<file path="config.mk">
export PLATFORM = sky130hd
export DESIGN_NAME = host_irq_ctrl
export DESIGN_NICKNAME = d
export VERILOG_FILES = /design/src/rtl/hic_pkg.sv /design/src/rtl/hic_ctl.sv /design/src/rtl/hic_status.sv /design/src/rtl/hic_irq.sv /design/src/rtl/host_irq_ctrl.sv
export SDC_FILE = /design/constraint.sdc
export NUM_CORES = 1
export LEC_CHECK = 0
export ABC_AREA = 1
export CORE_ASPECT_RATIO = 0.8
export CORE_MARGIN = 2
export CORE_UTILIZATION = 34
export DETAILED_ROUTE_END_ITERATION = 10
export PLACE_DENSITY_LB_ADDON = 0.2
export SETUP_SLACK_MARGIN = 0.5
export SYNTH_ARGS = -nofsm -noshare
export SYNTH_HDL_FRONTEND = slang
export SYNTH_SLANG_ARGS = --single-unit
</file>
<file path="constraint.sdc">
create_clock -name clk -period 0.97 [get_ports clk]
set_clock_uncertainty 0.15 [all_clocks]
set_input_delay 0.1455 -clock clk [delete_from_list [all_inputs] [get_ports clk]]
set_output_delay 0.1455 -clock clk [all_outputs]
set_load 0.05 [all_outputs]
</file>
<file path="src/rtl/hic_pkg.sv">
// Shared field positions and types for the host pause and interrupt controller.
// Assumes an 8-bit host register width.
package hic_pkg;
    localparam int REG_W  = 8;
    localparam int NSRC   = 4;

    // control register bit positions
    localparam int C_RST   = 0;
    localparam int C_IE    = 1;
    localparam int C_PAUSE = 2;
    localparam int C_IRQMS = 3;
    localparam int C_SWI   = 4;
    localparam int C_PWRDN = 6;

    // status source bit positions
    localparam int S_EVT  = 0;
    localparam int S_CMD  = 1;
    localparam int S_SCSI = 2;
    localparam int S_ERR  = 3;

    typedef struct packed {
        logic pwrdn;
        logic swint;
        logic irqms;
        logic pause;
        logic ie;
        logic rst;
    } ctl_t;

    localparam ctl_t CTL_RESET = '{pwrdn: 1'b0, swint: 1'b0, irqms: 1'b0,
                                   pause: 1'b1, ie: 1'b0, rst: 1'b0};
endpackage

</file>
<file path="src/rtl/hic_ctl.sv">
// Host control register and pause handshake.
// Assumes the sequencer holds seq_crit only while it runs; a stop already
// granted is kept regardless of seq_crit. Chip reset forces a stop.
module hic_ctl
    import hic_pkg::*;
(
    input  logic             clk,
    input  logic             rst_n,
    input  logic             wr,
    input  logic [REG_W-1:0] wdata,
    input  logic             evt,
    input  logic             crit,
    output ctl_t             ctl,
    output logic             stop
);
    ctl_t ctl_n;

    // next control value: host write, then event auto-pause, then reset forcing
    always_comb begin
        ctl_n = ctl;
        if (wr) begin
            ctl_n.rst   = wdata[C_RST];
            ctl_n.ie    = wdata[C_IE];
            ctl_n.pause = wdata[C_PAUSE];
            ctl_n.irqms = wdata[C_IRQMS];
            ctl_n.swint = wdata[C_SWI];
            ctl_n.pwrdn = wdata[C_PWRDN];
        end
        if (evt) begin
            ctl_n.pause = 1'b1;
        end
        if (ctl_n.rst) begin
            ctl_n.ie    = 1'b0;
            ctl_n.pause = 1'b1;
        end
    end

    // control register storage
    always_ff @(posedge clk) begin
        if (!rst_n) ctl <= CTL_RESET;
        else        ctl <= ctl_n;
    end

    // stop grant: blocked by a critical section unless already stopped or in chip reset
    always_ff @(posedge clk) begin
        if (!rst_n) stop <= 1'b1;
        else        stop <= ctl.rst | (ctl.pause & (stop | ~crit));
    end
endmodule

</file>
<file path="src/rtl/hic_status.sv">
// Interrupt source collection with write-one-to-clear.
// Assumes strobes are single-cycle; a set and a clear in the same cycle keep the source set.
module hic_status
    import hic_pkg::*;
#(
    parameter int CODE_W = 4,
    parameter int ERR_W  = 4
) (
    input  logic              clk,
    input  logic              rst_n,
    input  logic              chip_rst,
    input  logic              halted,
    input  logic              evt,
    input  logic [CODE_W-1:0] evt_code,
    input  logic              cmd_done,
    input  logic              qout_nz,
    input  logic              scsi_irq,
    input  logic [ERR_W-1:0]  err_in,
    input  logic              clr_wr,
    input  logic [REG_W-1:0]  clr_data,
    output logic [NSRC-1:0]   pend,
    output logic [CODE_W-1:0] code,
    output logic [ERR_W-1:0]  err
);
    logic [NSRC-1:0] clr;
    logic            evt_q, cmd_q, scsi_q;

    // gate the clear strobes
    assign clr = clr_wr ? clr_data[NSRC-1:0] : '0;

    // sequencer event flag and its reason code
    always_ff @(posedge clk) begin
        if (!rst_n || chip_rst) begin
            evt_q <= 1'b0;
            code  <= '0;
        end else if (evt) begin
            evt_q <= 1'b1;
            if (!evt_q || clr[S_EVT]) code <= evt_code;
        end else if (clr[S_EVT]) begin
            evt_q <= 1'b0;
            code  <= '0;
        end
    end

    // command complete, re-armed on clear while the completion queue is not empty
    always_ff @(posedge clk) begin
        if (!rst_n || chip_rst)  cmd_q <= 1'b0;
        else if (cmd_done)       cmd_q <= 1'b1;
        else if (clr[S_CMD])     cmd_q <= qout_nz;
    end

    // SCSI-side interrupt, clearable only while the sequencer runs
    always_ff @(posedge clk) begin
        if (!rst_n || chip_rst)            scsi_q <= 1'b0;
        else if (scsi_irq)                 scsi_q <= 1'b1;
        else if (clr[S_SCSI] && !halted)   scsi_q <= 1'b0;
    end

    // hard-error flags accumulate until cleared
    always_ff @(posedge clk) begin
        if (!rst_n || chip_rst) err <= '0;
        else                    err <= (clr[S_ERR] ? '0 : err) | err_in;
    end

    assign pend = {(|err), scsi_q, cmd_q, evt_q};
endmodule

</file>
<file path="src/rtl/hic_irq.sv">
// Interrupt output generator: level or one-cycle pulse per newly set source.
// Assumes src is a registered vector; output lags a source change by one cycle.
module hic_irq #(
    parameter int NIN = 5
) (
    input  logic           clk,
    input  logic           rst_n,
    input  logic           ie,
    input  logic           level_mode,
    input  logic [NIN-1:0] src,
    output logic           irq
);
    logic [NIN-1:0] src_d;

    // remember last source vector for edge detection
    always_ff @(posedge clk) begin
        if (!rst_n) src_d <= '0;
        else        src_d <= src;
    end

    // drive the line in the selected mode
    always_ff @(posedge clk) begin
        if (!rst_n)          irq <= 1'b0;
        else if (level_mode) irq <= ie & (|src);
        else                 irq <= ie & (|(src & ~src_d));
    end
endmodule

</file>
<file path="src/rtl/host_irq_ctrl.sv">
// Top of the host pause and interrupt controller.
// Assumes seq_halted is the sequencer's own report of having stopped.
module host_irq_ctrl
    import hic_pkg::*;
#(
    parameter int CODE_W = 4,
    parameter int ERR_W  = 4
) (
    input  logic                   clk,
    input  logic                   rst_n,
    input  logic                   ctl_wr,
    input  logic [7:0]             ctl_wdata,
    input  logic                   clr_wr,
    input  logic [7:0]             clr_wdata,
    output logic [7:0]             ctl_rdata,
    output logic [NSRC+CODE_W-1:0] stat_rdata,
    output logic [ERR_W-1:0]       err_rdata,
    output logic                   seq_stop,
    input  logic                   seq_halted,
    input  logic                   seq_crit,
    input  logic                   seq_evt,
    input  logic [CODE_W-1:0]      seq_evt_code,
    input  logic                   seq_cmd_done,
    input  logic                   seq_qout_nz,
    input  logic                   scsi_irq,
    input  logic [ERR_W-1:0]       seq_err,
    output logic                   irq
);
    localparam int NIN = NSRC + 1;

    ctl_t              ctl;
    logic [NSRC-1:0]   pend;
    logic [CODE_W-1:0] code;

    hic_ctl u_ctl (
        .clk   (clk),
        .rst_n (rst_n),
        .wr    (ctl_wr),
        .wdata (ctl_wdata),
        .evt   (seq_evt),
        .crit  (seq_crit),
        .ctl   (ctl),
        .stop  (seq_stop)
    );

    hic_status #(.CODE_W(CODE_W), .ERR_W(ERR_W)) u_stat (
        .clk      (clk),
        .rst_n    (rst_n),
        .chip_rst (ctl.rst),
        .halted   (seq_halted),
        .evt      (seq_evt),
        .evt_code (seq_evt_code),
        .cmd_done (seq_cmd_done),
        .qout_nz  (seq_qout_nz),
        .scsi_irq (scsi_irq),
        .err_in   (seq_err),
        .clr_wr   (clr_wr),
        .clr_data (clr_wdata),
        .pend     (pend),
        .code     (code),
        .err      (err_rdata)
    );

    hic_irq #(.NIN(NIN)) u_irq (
        .clk        (clk),
        .rst_n      (rst_n),
        .ie         (ctl.ie),
        .level_mode (ctl.irqms),
        .src        ({ctl.swint, pend}),
        .irq        (irq)
    );

    // register read views
    assign ctl_rdata  = {1'b0, ctl.pwrdn, 1'b0, ctl.swint, ctl.irqms,
                         seq_halted, ctl.ie, ctl.rst};
    assign stat_rdata = {code, pend};
endmodule

</file>
==> results by group, run 1 <==
Outcome
  – Outcome: finished, violations left
  – Failing checks: negative hold slack, negative setup slack

Timing
  – Tcrit/Tclk final: 137%
  – Crit path time final: 1330 ps
  – RSZ-0062 raised after global routing: yes
  – Post-route setup slack: -364 ps
  – Hold slack: -65.3 ps
  – Max Clk Rate: 750 MHz
  – Setup TNS: -5750 ps
  – Setup Viol. Count Final: 38
  – Fin. max-slew vios: 0
  – Final hold viol count: 1

Power and ir drop
  – Leakage power: 1.00 nW
  – Max VDD drop: 847 uV
  – Overall power: 0.00265 W
  – P per Cell Area: 1220 nW/um^2

Hold path
  – Hold Crit Depth: 3
  – Worst hold path type: in2reg
  – Hold Path Sink: u_stat.scsi_q$_SDFFE_PP0P_
  – Min-delay src: seq_halted

GRT
  – Met3 GRT Util: 6.02%
  – GR peak layer: met2
  – Pin count of the biggest net entering global routing: 14
  – First-pass GRT wire length: 4.44 mm
  – Vias in the first global route: 1,111
  – Initial antenna violation count: 0
  – GR Util All Layers: 17.3%
  – Met1 Use GR: 16.9%
  – Met2 Use GR: 35.4%
  – GR Overflow Total: 0

Detailed routing
  – DR vias: 1,078
  – Avg Vias per Cell: 4.38
  – Drt pass-1 iters: 4
  – Antenna Violating Nets Remaining: 0
  – Final WL: 2.83 mm
  – DR DRC count: 0
  – 1st-iter DRT viols: 20
  – WL/cell: 11.5 um

Job
  – Max Cap Viol: 0

Critical path
  – Worst reg2reg startpoint: u_stat.err[0]$_SDFF_PP0_
  – Crit. End Element: primary output
  – Critical Path RT: 670 ps
  – Setup CP Type: reg2out
  – Reg2reg end: u_irq.irq$_SDFF_PN0_
  – CP arrival: 1040 ps
  – Reg2reg path depth: 7
  – Type of origin of the critical path: flop
  – Worst setup path start: u_stat.err[0]$_SDFF_PP0_
  – Max FO, Critical Path: 2
  – Setup slack, reg-to-reg: -180 ps

Floorplanning
  – FP Rows: 17
  – Chip width: 64.4 um
  – Die height: 52.3 um
  – Initial Util: 35.9%
  – I/O Pins: 56
  – Area of the die: 3370 sq um
  – Core box area: 2770 sq um

Logic synthesis
  – Syn Inst Count: 131
  – Netlist Area Pre-Place: 992 sq um
  – Sequential fraction of the synthesis area: 48.4%
  – Syn. warnings: 0
  – Yosys cell types: 15
  – Register bit total from synthesis: 24
  – Syn avg cell area: 7.57 sq um

Final layout
  – Most common cell after layout, fill and taps aside: clkdlybuf4s50_1
  – ANT cells: 0
  – Layout cells sized above 1: 55.3%
  – Most frequent cells in the layout: clkdlybuf4s50_1, buf_12, nand2_1, buf_6, buf_4
  – Filler instances: 183
  – Nets: 243
  – Area grow syn2layout: 119%

Clocking
  – H-tree depth: 1
  – Clock sink count: 24
  – CTS buffer count: 3
  – Root Buffer: clkbuf_4
  – Clock-pin slew on the worst setup and hold paths: 130 ps
  – Clock Path Buffers: 2
  – Clk_lat worst skew: 310 ps
  – Clock tree from TritonCTS: done

Placed design
  – I/O Buffers: 47
  – HPWL after DPL: 2.06 mm
  – Routability cong.: 0.738
  – Post-Place Worst Slack: -462 ps
[synth_stat cells]
cell     number  area share (%)
nand3_1       6             3.0
nor2_4        1             1.1
nand2_1      27              10
inv_1        17             6.4
conb_1        1            0.38
buf_6         1             1.1
mux2i_1       2             2.0
nor2_1       15             5.7
dfxtp_1      24              48
nand4_1       1            0.63
buf_4        11             8.3
o21ai_0       7             3.5
inv_2         2            0.76
nand2_2       2             1.3
a21oi_1      14             7.1
[flip-flops by register name (all words and copies together), names as in the netlist]
register / count
u_ctl.stop: 1
u_stat.code: 4
u_stat.err: 4
u_irq.src_d: 5
u_irq.irq: 1
u_stat.evt_q: 1
u_stat.scsi_q: 1
u_stat.cmd_q: 1
u_ctl.ctl: 6
[final cells by class]
cell class	instances	area [sq um]	share of cell area, %
inverter	19	76.3	3.51
timing repair buffer	84	1020	46.8
multi-input combinational	77	467	21.5
tap	38	47.5	2.19
sequential	24	531	24.4
clock buffer	4	36.3	1.67
[report_power, final]
part	total [W]	leakage [nW]	internal (W)	switching, W
logic	0.00104	0.773	0.000559	0.000482
clock network	0.000520	0.0210	0.000229	0.000291
registers	0.00109	0.207	0.00104	0.0000521
[worst max path at each step]
stage / to / slack (ps) / depth (start not counted)
floorplan: u_irq.irq$_SDFF_PN0_ / -180 / 6
global placement: u_ctl.ctl[2]$_SDFFE_PP1P_ / -410 / 3
detailed placement: u_ctl.ctl[2]$_SDFFE_PP1P_ / -460 / 3
CTS: stat_rdata[3] / -360 / 3
global route: stat_rdata[3] / -420 / 3
finish: stat_rdata[3] / -360 / 3
[worst max-delay path: stages (launching register included)]
cell	delay, ps
dfxtp_4	370
nor2_4	140
nand2_4	70
buf_12	140
[per-stage QoR]
step,cells,util [%],cell area [sq um]
final,246,78.6,2170
after global routing,246,78.6,2170
after CTS,242,75.7,2090
after detailed placement,221,66.6,1840
after global placement,221,66.6,1840
after floorplan,132,-,1160
[routing by layer]
metal	up-vias	part of all wire [%]
met3	5	6.3
met2	30	55
li1	551	-
met1	492	38
met4	0	1.2
met5	-	0
[repair_timing]
action / in CTS / in global routing
pin swaps: 7 / 5
gates resized for setup: 34 / 21
endpoints found under the setup margin: 44 / 44
hold endpoints to repair: 1 / 1
gates cloned: 0 / 0
setup buffers: 17 / 4
[logic make-up (layout without fill, tap and decap cells)]
kind of cell	Yosys count	after routing	share of synthesized area, %
AO/OA/AOI/OAI	21	21	10.6
buffers and inverters	31	107	16.6
flip-flops	24	24	48.4
multiplexers	2	2	2.02
other	1	2	0.378
AND/OR/NAND/NOR	52	52	21.9
(Power assumes the default switching activity.)
==> run 2, diff against run 1 <==
- RECOVER_POWER: not set -> 25
==> results by group, run 2 (synthesis results as in run 1) <==
GRT
  – Initial antenna violation count: 0 (unchanged)
  – GR Util All Layers: 17.3% (unchanged)
  – First-pass GRT wire length: 4.44 mm (unchanged)
  – Vias in the first global route: 1,111 (unchanged)
  – Pin count of the biggest net entering global routing: 14 (unchanged)
  – GR Overflow Total: 0 (unchanged)

Outcome
  – Outcome: finished, violations left
  – Failing checks: negative hold slack, negative setup slack

Final layout
  – Max reg flops: 6 (unchanged)
  – Most frequent cells in the layout: clkdlybuf4s50_1, nand2_1, buf_12, buf_6, buf_4
  – Final instance count without filler cells: 246 (unchanged)
  – Nets: 243 (unchanged)
  – Layout cells sized above 1: 55.3% (unchanged)
  – Area grow syn2layout: 118%
  – Top flop regs: u_ctl.ctl (6), u_irq.src_d (5)
  – Largest Register: u_ctl.ctl
  – Filler instances: 184 (+0.55%)
  – Most common cell after layout, fill and taps aside: clkdlybuf4s50_1
  – ANT cells: 0 (unchanged)

Detailed routing
  – Final WL: 2.83 mm (about the same)
  – Drt pass-1 iters: 4 (unchanged)
  – Antenna Violating Nets Remaining: 0 (unchanged)
  – DR vias: 1,077 (-0.093%)
  – 1st-iter DRT viols: 22 (+10%)
  – DR DRC count: 0 (unchanged)
  – WL/cell: 11.5 um (about the same)
  – Avg Vias per Cell: 4.38 (about the same)

Hold path
  – Worst hold path type: in2reg

Critical path
  – Setup CP Type: reg2out
  – CP arrival: 1040 ps (about the same)
  – Critical Path RT: 670 ps (about the same)
  – Type of origin of the critical path: flop
  – Crit. End Element: primary output
  – Max FO, Critical Path: 2 (unchanged)

Clocking
  – H-tree depth: 1 (unchanged)
  – Clock sink count: 24 (unchanged)
  – Clock-pin slew on the worst setup and hold paths: 130 ps (about the same)
  – Clk_lat worst skew: 310 ps (about the same)
  – Clock tree from TritonCTS: done
  – Root Buffer: clkbuf_4
  – Clock Path Buffers: 2 (unchanged)
  – CTS buffer count: 3 (unchanged)

Floorplanning
  – Area of the die: 3370 sq um (unchanged)
  – Initial Util: 35.9% (unchanged)
  – Core box area: 2770 sq um (unchanged)
  – FP Rows: 17 (unchanged)
  – Die height: 52.3 um (unchanged)
  – Chip width: 64.4 um (unchanged)
  – I/O Pins: 56 (unchanged)

Placed design
  – HPWL after DPL: 2.06 mm (unchanged)
  – Placed Cells: 221 (unchanged)
  – Routability cong.: 0.738 (unchanged)
  – I/O Buffers: 47 (unchanged)

Power and ir drop
  – Switching pwr: 0.000823 W (-0.17%)
  – Leakage power: 0.996 nW (-0.52%)
  – Max VDD drop: 847 uV (about the same)
  – Comb power frac: 39.0% (-0.2 points)
  – Switching share of power: 31.1% (+0.044 points)
  – Reg power frac: 41.3% (about the same)
  – P per Cell Area: 1230 nW/um^2 (+0.38%)
  – Clock share of power: 19.7% (about the same)
  – Overall power: 0.00265 W (-0.31%)
  – Internal power: 0.00182 W (-0.38%)

Timing
  – Post-route setup slack: -364 ps (unchanged)
  – Final hold viol count: 1 (unchanged)
  – Setup Viol. Count Final: 38 (unchanged)
  – Max Clk Rate: 750 MHz (unchanged)
  – Fin. max-slew vios: 0 (unchanged)
  – Tcrit/Tclk final: 137% (unchanged)
  – Hold slack: -77.3 ps (-11.9 ps)
  – Crit path time final: 1330 ps (unchanged)
  – RSZ-0062 raised after global routing: yes

Job
  – Max Cap Viol: 0 (unchanged)
-- run 2: changes by cell type in the layout (fill, tap and decap cells not counted) --
| cell | change |
|---|---|
| buf_12 | -1 |
| clkbuf_2 | +1 |
-- run 2: worst paths after layout --
| kind | depth (start not counted) | slack [ps] | endpoint | start |
|---|---|---|---|---|
| hold reg to reg | 2 | 350 | u_ctl.stop$_SDFF_PN1_ | u_ctl.stop$_SDFF_PN1_ |
| hold / removal | 3 | -80 | u_stat.scsi_q$_SDFFE_PP0P_ | seq_halted |
| setup reg to reg | 7 | -180 | u_irq.irq$_SDFF_PN0_ | u_stat.err[0]$_SDFF_PP0_ |
| setup / recovery | 3 | -360 | stat_rdata[3] | u_stat.err[0]$_SDFF_PP0_ |
-- run 2: per-stage QoR --
step	cell area [sq um]	utilization (%)	hold WS (ps)	setup TNS (ps)	setup WS, ps
final	2160	78.1	-77.3	-5750	-364
after global routing	2160	78.1	-71.5	-7150	-420
after CTS	2090	75.7	-21.3	-5530	-363
after detailed placement	1840	66.6	328	-8210	-462
after global placement	1840	66.6	313	-7510	-406
after floorplan	1160	-	105	-180	-180
-- run 2: final cells by class --
class                      count  area (sq um)  area share, %
timing repair buffer          84          1000           46.4
clock buffer                   4          36.3           1.68
sequential                    24           531           24.6
multi-input combinational     77           467           21.6
inverter                      19          76.3           3.53
tap                           38          47.5           2.20
-- run 2: what timing repair did --
item                                   4_1_cts  5_1_grt
endpoints found under the hold margin        1        1
gates resized for setup                     34       21
setup buffers                               17        4
setup endpoints to repair                   44       44
pin swaps                                    7        5
cloned                                       0        0
-- run 2: per-layer routing --
layer / global-route usage (%) / share of wire, %
met1: 16.9 / 38
met2: 35.4 / 55
met4: 3.19 / 1.2
met5: 0 / 0
met3: 6.02 / 6.3
-- run 2: power groups by stage --
stage               Sequential (W)  Combinational [W]  Clock [W]
finish                     0.00109            0.00103   0.000520
global route               0.00110            0.00109   0.000582
CTS                        0.00109           0.000981   0.000544
detailed placement         0.00112           0.000847          0
global placement           0.00112           0.000832          0
floorplan                  0.00120           0.000369          0
-- run 2: worst max-delay path, stage by stage, from the launching register on --
cell and delay [ps]:
dfxtp_4 370, nor2_4 140, nand2_4 70, buf_12 140
==> run 3, diff against run 2 <==
- SLEW_MARGIN: not set -> 20
==> results of run 3 <==
No change in the layout: final DEF, timing and power equal those of run 2.
